$ cat src/rtl/iack_pkg.sv
package iack_pkg;
  typedef enum logic [2:0] {
    SQ_IDLE,
    SQ_REG,
    SQ_ARMED,
    SQ_PFIRST,
    SQ_READ
  } sq_state_t;

  localparam int unsigned STB_STAT  = 0;
  localparam int unsigned STB_PULSE = 1;
  localparam int unsigned STB_AS    = 2;
  localparam int unsigned STB_RD    = 3;
  localparam int unsigned STB_N     = 4;
endpackage

$ cat src/rtl/iack_sync.sv
module iack_sync #(
  parameter int unsigned W      = 4,
  parameter int unsigned STAGES = 2
) (
  input  logic         clk,
  input  logic         rst,
  input  logic [W-1:0] din,
  output logic [W-1:0] lvl,
  output logic [W-1:0] prv
);
  // Per strobe: STAGES synchronizer flops plus one history flop for edges.
  // Idle level of every strobe is high.
  for (genvar i = 0; i < W; i++) begin : g_bit
    logic [STAGES:0] chain;
    always_ff @(posedge clk) begin
      if (rst) chain <= '1;
      else     chain <= {chain[STAGES-1:0], din[i]};
    end
    assign lvl[i] = chain[STAGES-1];
    assign prv[i] = chain[STAGES];
  end
endmodule

$ cat src/rtl/iack_ctrl.sv
module iack_ctrl
  import iack_pkg::*;
(
  input  logic             clk,
  input  logic             rst,
  input  logic [STB_N-1:0] lvl,
  input  logic [STB_N-1:0] prv,
  input  logic             muxed_bus,
  input  logic             two_pulse,
  input  logic             chain_en_in,
  input  logic             chan_req,
  output logic             freeze,
  output logic             iack_active,
  output logic             iack_read,
  output logic             ack_start,
  output logic             ack_end,
  output logic             ord_start,
  output logic             ord_end
);
  sq_state_t st_q, st_d;
  logic src_q, src_d;        // 1 = cycle read strobe is the pulse pin
  logic freeze_q, active_q, read_q;
  logic frz_ev, rd_start, fin, o_start, o_end;

  logic stat_fall, pulse_fall, pulse_rise, as_rise, rd_fall, rd_rise;
  logic stat_trig, respond;

  assign stat_fall  =  prv[STB_STAT]  & ~lvl[STB_STAT];
  assign pulse_fall =  prv[STB_PULSE] & ~lvl[STB_PULSE];
  assign pulse_rise = ~prv[STB_PULSE] &  lvl[STB_PULSE];
  assign as_rise    = ~prv[STB_AS]    &  lvl[STB_AS];
  assign rd_fall    =  prv[STB_RD]    & ~lvl[STB_RD];
  assign rd_rise    = ~prv[STB_RD]    &  lvl[STB_RD];

  // Multiplexed bus: the status pin behaves like an address bit latched by AS.
  assign stat_trig = muxed_bus ? (as_rise & ~lvl[STB_STAT]) : stat_fall;
  assign respond   = chain_en_in & chan_req;

  always_comb begin
    st_d     = st_q;
    src_d    = src_q;
    frz_ev   = 1'b0;
    rd_start = 1'b0;
    fin      = 1'b0;
    o_start  = 1'b0;
    o_end    = 1'b0;
    unique case (st_q)
      SQ_IDLE: begin
        if (stat_trig) begin
          frz_ev = 1'b1;
          st_d   = SQ_ARMED;
          src_d  = 1'b0;
        end else if (pulse_fall) begin
          frz_ev = 1'b1;
          if (two_pulse) begin
            st_d = SQ_PFIRST;
          end else begin
            st_d     = SQ_READ;
            rd_start = 1'b1;
            src_d    = 1'b1;
          end
        end else if (rd_fall) begin
          st_d    = SQ_REG;
          o_start = 1'b1;
        end
      end
      SQ_REG: begin
        if (rd_rise) begin
          st_d  = SQ_IDLE;
          o_end = 1'b1;
        end
      end
      SQ_ARMED: begin
        if (rd_fall) begin
          st_d     = SQ_READ;
          rd_start = 1'b1;
          src_d    = 1'b0;
        end
      end
      SQ_PFIRST: begin
        if (pulse_fall) begin
          st_d     = SQ_READ;
          rd_start = 1'b1;
          src_d    = 1'b1;
        end
      end
      SQ_READ: begin
        if (src_q ? pulse_rise : rd_rise) begin
          st_d = SQ_IDLE;
          fin  = 1'b1;
        end
      end
      default: st_d = SQ_IDLE;
    endcase
  end

  always_ff @(posedge clk) begin
    if (rst) begin
      st_q     <= SQ_IDLE;
      src_q    <= 1'b0;
      freeze_q <= 1'b0;
      active_q <= 1'b0;
      read_q   <= 1'b0;
    end else begin
      st_q     <= st_d;
      src_q    <= src_d;
      freeze_q <= frz_ev;
      active_q <= (st_d == SQ_ARMED) || (st_d == SQ_PFIRST) || (st_d == SQ_READ);
      if (rd_start)  read_q <= respond;
      else if (fin)  read_q <= 1'b0;
    end
  end

  assign freeze      = freeze_q;
  assign iack_active = active_q;
  assign iack_read   = read_q;
  assign ack_start   = rd_start & respond;
  assign ack_end     = fin;
  assign ord_start   = o_start;
  assign ord_end     = o_end;

  assert_freeze_single_R10: assert property (@(posedge clk) disable iff (rst)
    freeze_q |=> !freeze_q);
  assert_freeze_from_idle_R2: assert property (@(posedge clk) disable iff (rst)
    freeze_q |-> $past(st_q == SQ_IDLE));
  assert_window_in_ack_R4: assert property (@(posedge clk) disable iff (rst)
    read_q |-> active_q);
  assert_first_pulse_no_window_R6: assert property (@(posedge clk) disable iff (rst)
    (st_q == SQ_PFIRST) |-> !read_q);
endmodule

$ cat src/rtl/iack_hs.sv
module iack_hs #(
  parameter int unsigned VEC_LAT = 4
) (
  input  logic clk,
  input  logic rst,
  input  logic wait_mode,
  input  logic in_ack,
  input  logic ack_start,
  input  logic ack_end,
  input  logic ord_start,
  input  logic ord_end,
  output logic hs_n
);
  localparam int unsigned CW = $clog2(VEC_LAT + 1);
  localparam logic [CW-1:0] LAT = CW'(VEC_LAT);

  logic [CW-1:0] cnt_q;
  logic          busy_q;
  logic          hs_n_q;

  always_ff @(posedge clk) begin
    if (rst) begin
      cnt_q  <= '0;
      busy_q <= 1'b0;
      hs_n_q <= 1'b1;
    end else if (ack_end || ord_end) begin
      cnt_q  <= '0;
      busy_q <= 1'b0;
      hs_n_q <= 1'b1;
    end else if (ack_start) begin
      cnt_q  <= CW'(1);
      busy_q <= 1'b1;
      hs_n_q <= !wait_mode;      // wait: assert now; ready: hold off
    end else if (ord_start) begin
      hs_n_q <= wait_mode;       // ready only; wait never asserted
    end else if (busy_q) begin
      if (cnt_q == LAT) hs_n_q <= wait_mode;  // vector valid
      else              cnt_q  <= cnt_q + CW'(1);
    end
  end

  assign hs_n = hs_n_q;

  assert_wait_only_in_ack_R8: assert property (@(posedge clk) disable iff (rst)
    (wait_mode && !hs_n_q) |-> in_ack);
  assert_count_bound_R8: assert property (@(posedge clk) disable iff (rst)
    cnt_q <= LAT);
  assert_ready_late_R9: assert property (@(posedge clk) disable iff (rst)
    (!wait_mode && busy_q && cnt_q < LAT) |-> hs_n_q);
endmodule

$ cat src/rtl/iack_seq.sv
module iack_seq
  import iack_pkg::*;
#(
  parameter int unsigned SYNC_STAGES = 2,
  parameter int unsigned VEC_LAT     = 4
) (
  input  logic clk,
  input  logic rst,
  input  logic stat_ack_n,
  input  logic pulse_ack_n,
  input  logic as_n,
  input  logic rd_n,
  input  logic muxed_bus,
  input  logic two_pulse,
  input  logic wait_mode,
  input  logic chain_en_in,
  input  logic chan_req,
  output logic freeze,
  output logic iack_active,
  output logic iack_read,
  output logic wait_rdy_n
);
  logic [STB_N-1:0] raw, lvl, prv;
  logic ack_start, ack_end, ord_start, ord_end;

  always_comb begin
    raw           = '1;
    raw[STB_STAT]  = stat_ack_n;
    raw[STB_PULSE] = pulse_ack_n;
    raw[STB_AS]    = as_n;
    raw[STB_RD]    = rd_n;
  end

  iack_sync #(.W(STB_N), .STAGES(SYNC_STAGES)) u_sync (
    .clk (clk),
    .rst (rst),
    .din (raw),
    .lvl (lvl),
    .prv (prv)
  );

  iack_ctrl u_ctrl (
    .clk         (clk),
    .rst         (rst),
    .lvl         (lvl),
    .prv         (prv),
    .muxed_bus   (muxed_bus),
    .two_pulse   (two_pulse),
    .chain_en_in (chain_en_in),
    .chan_req    (chan_req),
    .freeze      (freeze),
    .iack_active (iack_active),
    .iack_read   (iack_read),
    .ack_start   (ack_start),
    .ack_end     (ack_end),
    .ord_start   (ord_start),
    .ord_end     (ord_end)
  );

  iack_hs #(.VEC_LAT(VEC_LAT)) u_hs (
    .clk       (clk),
    .rst       (rst),
    .wait_mode (wait_mode),
    .in_ack    (iack_active),
    .ack_start (ack_start),
    .ack_end   (ack_end),
    .ord_start (ord_start),
    .ord_end   (ord_end),
    .hs_n      (wait_rdy_n)
  );
endmodule

$ cat config.mk
export PLATFORM = sky130hd
export DESIGN_NAME = iack_seq
export DESIGN_NICKNAME = d
export VERILOG_FILES = /design/src/rtl/iack_pkg.sv /design/src/rtl/iack_sync.sv /design/src/rtl/iack_ctrl.sv /design/src/rtl/iack_hs.sv /design/src/rtl/iack_seq.sv
export SDC_FILE = /design/constraint.sdc
export NUM_CORES = 1
export LEC_CHECK = 0
export BUFFER_PORTS_ARGS = -buffer_cell sky130_fd_sc_hd__buf_4
export CORE_MARGIN = 2
export CORE_UTILIZATION = 35
export DETAILED_ROUTE_END_ITERATION = 6
export PLACE_DENSITY_LB_ADDON = 0.1
export REMOVE_ABC_BUFFERS = 1
export SYNTH_ARGS = -nofsm -noshare
export SYNTH_HDL_FRONTEND = slang
export SYNTH_SLANG_ARGS = --single-unit
$ cat constraint.sdc
create_clock -name clk -period 1.9 [get_ports clk]
set_input_delay 0.38 -clock clk [delete_from_list [all_inputs] [get_ports clk]]
set_output_delay 0.38 -clock clk [all_outputs]
set_load 0.02 [all_outputs]
==> impl_metrics.yaml <==
run_status:
  status: "completed"
critical_path:
  max_stage_delay_ps: 500
  worst_r2r_path_depth: 5
  rr_startpoint: "u_ctrl.st_q[0]"
  crit_path_start_kind: "register"
  critPathBufInv: 0
  path_cells: "or3b_2, a21oi_2, o21ai_2, o211a_1, or4_1"
  crit_fanout: 4
  worstReg2RegEnd: "u_hs.hs_n"
  cp_slowest_cell: "or3b_2"
  r2r_setup_slack_ps: 90
  crit_type: "register to register"
  crit_family: "simple AND/OR/NAND/NOR gates"
  cp.arrival_ps: 2030
  endpoint_kind: "register"
  cp.required_ps: 2120
floorplanning:
  coreArea_mm2: 0.00300
  die_w_um: 59.5
  rows: 20
  die-height_um: 59.5
  dieArea_mm2: 0.00355
  ioPinCount: 15
  initial_core_util_pct: 36.0
global_routing:
  grt_pass1_wl_mm: 3.84
  track_usage_pct: 14.7
  antenna_found_initial: 0
  grt_max_degree: 17
  grt.overflow.total: 0
  grt_pass1_vias: 880
drt:
  via_per_inst: 5.07
  ant_nets: 0
  totalWireLength_mm: 2.21
  first_pass_iters: 3
  drtIter0Drc: 11
  num_vias: 883
  wl_per_cell_um: 12.7
  drc: 0
hold_path:
  hp-start: "as_n"
  worstHoldPathType: "primary input to register"
  hold_path_depth: 2
  holdPathEnd: "u_sync.g_bit[2].chain[0]"
logic_synthesis:
  synth_seq_cells: 24
  ys.flop_type: "dfxtp_1"
  syn_inst: 112
  yosysUniqueCellTypes: 39
  ys_async_sr_fraction_pct: 0
  ys.warnings.count: 0
  synth_edf_count: 0
  syn_area_mm2: 0.00108
  avgSynthCellArea_um2: 9.64
  yosysSeqAreaShare_pct: 44.5
final_layout:
  drive_gt1_share_pct: 40.4
  final_core_util_pct: 46.0
  antenna_cells: 0
  final_cells: 174
  areaGrowthSynthToFinish_pct: 28.0
  num-fill-cells: 310
  nets: 155
  multi_input_area_um2: 581
  seqCellArea_um2: 483
clock_network:
  cts_resized: 0
  cts.sinks: 24
  htree_num_levels: 1
  root_buffer: "clkbuf_4"
  cts_setup_buffers: 0
  cts_tree: "yes"
  clk_path_buf_depth: 2
  clk_pin_slew_ps: 130
  cts_made_buffers: 3
  clk_latency_ps: 320
  cts_hold_repair.buffers: 0
placement:
  dp_slack_ps: -88.2
  dp_hpwl_mm: 1.72
  globalplace.congestion: 0.747
  placedCellCount: 170
  port_buffers: 14
sta:
  setup_ws_ps: 91.3
  period_share_pct: 95.2
  max_clock_freq_mhz: 553
  slew_headroom_pct: 72.4
  hold_violations: 0
  worst_pin_slew_ps: 412
  rsz0062_at_grt: "no"
  setup_violations: 0
  fin_skew_ps: 1.84
  min_period_ps: 1810
  maxSlewViolCount: 0
pwr:
  ir_worst_vdd_uv: 361
  p_total_mw: 1.19
  p_per_area_mw_per_mm2: 862
  p_leak_nw: 0.550
run:
  drv_cap: 0
flip-flops by register name, summed over array words and instances, names as in the netlist:
signal	flops
u_ctrl.freeze	1
u_hs.busy_q	1
u_hs.hs_n	1
u_hs.cnt_q	3
u_ctrl.iack_active	1
u_sync.g_bit.chain	12
u_ctrl.src_q	1
u_ctrl.iack_read	1
u_ctrl.st_q	3
power by group:
part	leakage (nW)	total, mW	internal (mW)	switching, mW
sequential	0.197	0.558	0.539	0.0192
combinational	0.325	0.260	0.132	0.128
clock	0.0279	0.373	0.214	0.160
total	0.550	1.19	0.885	0.307
through the flow:
stage | setup TNS [ps] | hold WS (ps) | instance area, µm²
global route | 0 | 203 | 1380
detailed placement | -218 | 399 | 1310
CTS | 0 | 215 | 1360
global placement | -125 | 393 | 1310
floorplan | -19.3 | 389 | 1050
finish | 0 | 226 | 1380
metal layers:
metal	global-route usage, %	wire length (µm)	vias up
met4	7.62	49	0
met2	24.2	1080	12
met5	0	0	-
li1	-	-	453
met3	2.84	59	5
met1	18.1	1020	413
cell usage after synthesis, drive strengths merged, types with 2 or more instances:
cell type	instances	share of area, %
nor2b	3	1.7
mux2i	2	1.9
o21ai	3	1.7
or3b	3	2.4
dfxtp	24	44
a21oi	7	3.6
or2	14	8.1
o21bai	2	1.4
o31ai	3	2.1
ha	2	2.3
nor3b	3	2.1
inv	4	1.4
buf	2	2.1
nand2b	3	1.7
nand2	3	1.0
a31oi	2	1.2
nor3	3	1.4
and2	2	1.2
nor2	8	2.8
nand3b	3	2.1
worst max path at each step:
stage	from	to	slack (ps)	cells after the start
finish	u_ctrl.st_q[0]	u_hs.hs_n	90	5
floorplan	muxed_bus	u_hs.hs_n	-20	5
CTS	u_sync.g_bit[1].chain[1]	u_ctrl.src_q	20	5
detailed placement	two_pulse	u_ctrl.src_q	-90	6
global placement	two_pulse	u_ctrl.src_q	-80	6
global route	u_ctrl.st_q[2]	u_hs.hs_n	4	5
final cells by class:
| cell class | instances | area share [%] |
|---|---|---|
| repair buffers | 28 | 15.2 |
| clock inverters | 1 | 2.17 |
| multi-input cells | 81 | 42.0 |
| clock buffers | 3 | 1.63 |
| inverters | 4 | 1.09 |
| flip-flops and latches | 24 | 34.9 |
| well taps | 33 | 2.99 |
cell usage in the layout, fill, tap and decap left out, types with 2 or more instances in the layout:
cell type  count
nand2b_1       3
buf_4         28
ha_1           2
o21bai_1       2
nor3b_1        3
inv_1          4
nor3_1         3
o31ai_1        2
clkbuf_4       3
or2_2         14
o21ai_0        2
dfxtp_2        2
nor2b_1        2
a31oi_1        2
nand2_1        3
a21oi_1        6
mux2i_1        2
or3b_2         2
nand3b_1       3
nor2_1         8
and2_1         2
dfxtp_1       22
cell families (layout without fill, tap and decap cells):
family                     count (synthesis)  count (layout)  share of synthesized area, %
AOI/OAI and AO/OA                         24              24                          15.6
xor gates and xnor gates                   2               2                          1.62
adders and majority gates                  2               2                          2.32
buffers and inverters                      7              36                          3.82
DFF                                       24              24                          44.5
muxes                                      2               2                          1.85
and+or+nand+nor                           51              51                          30.2
(Power assumes the default switching activity.)
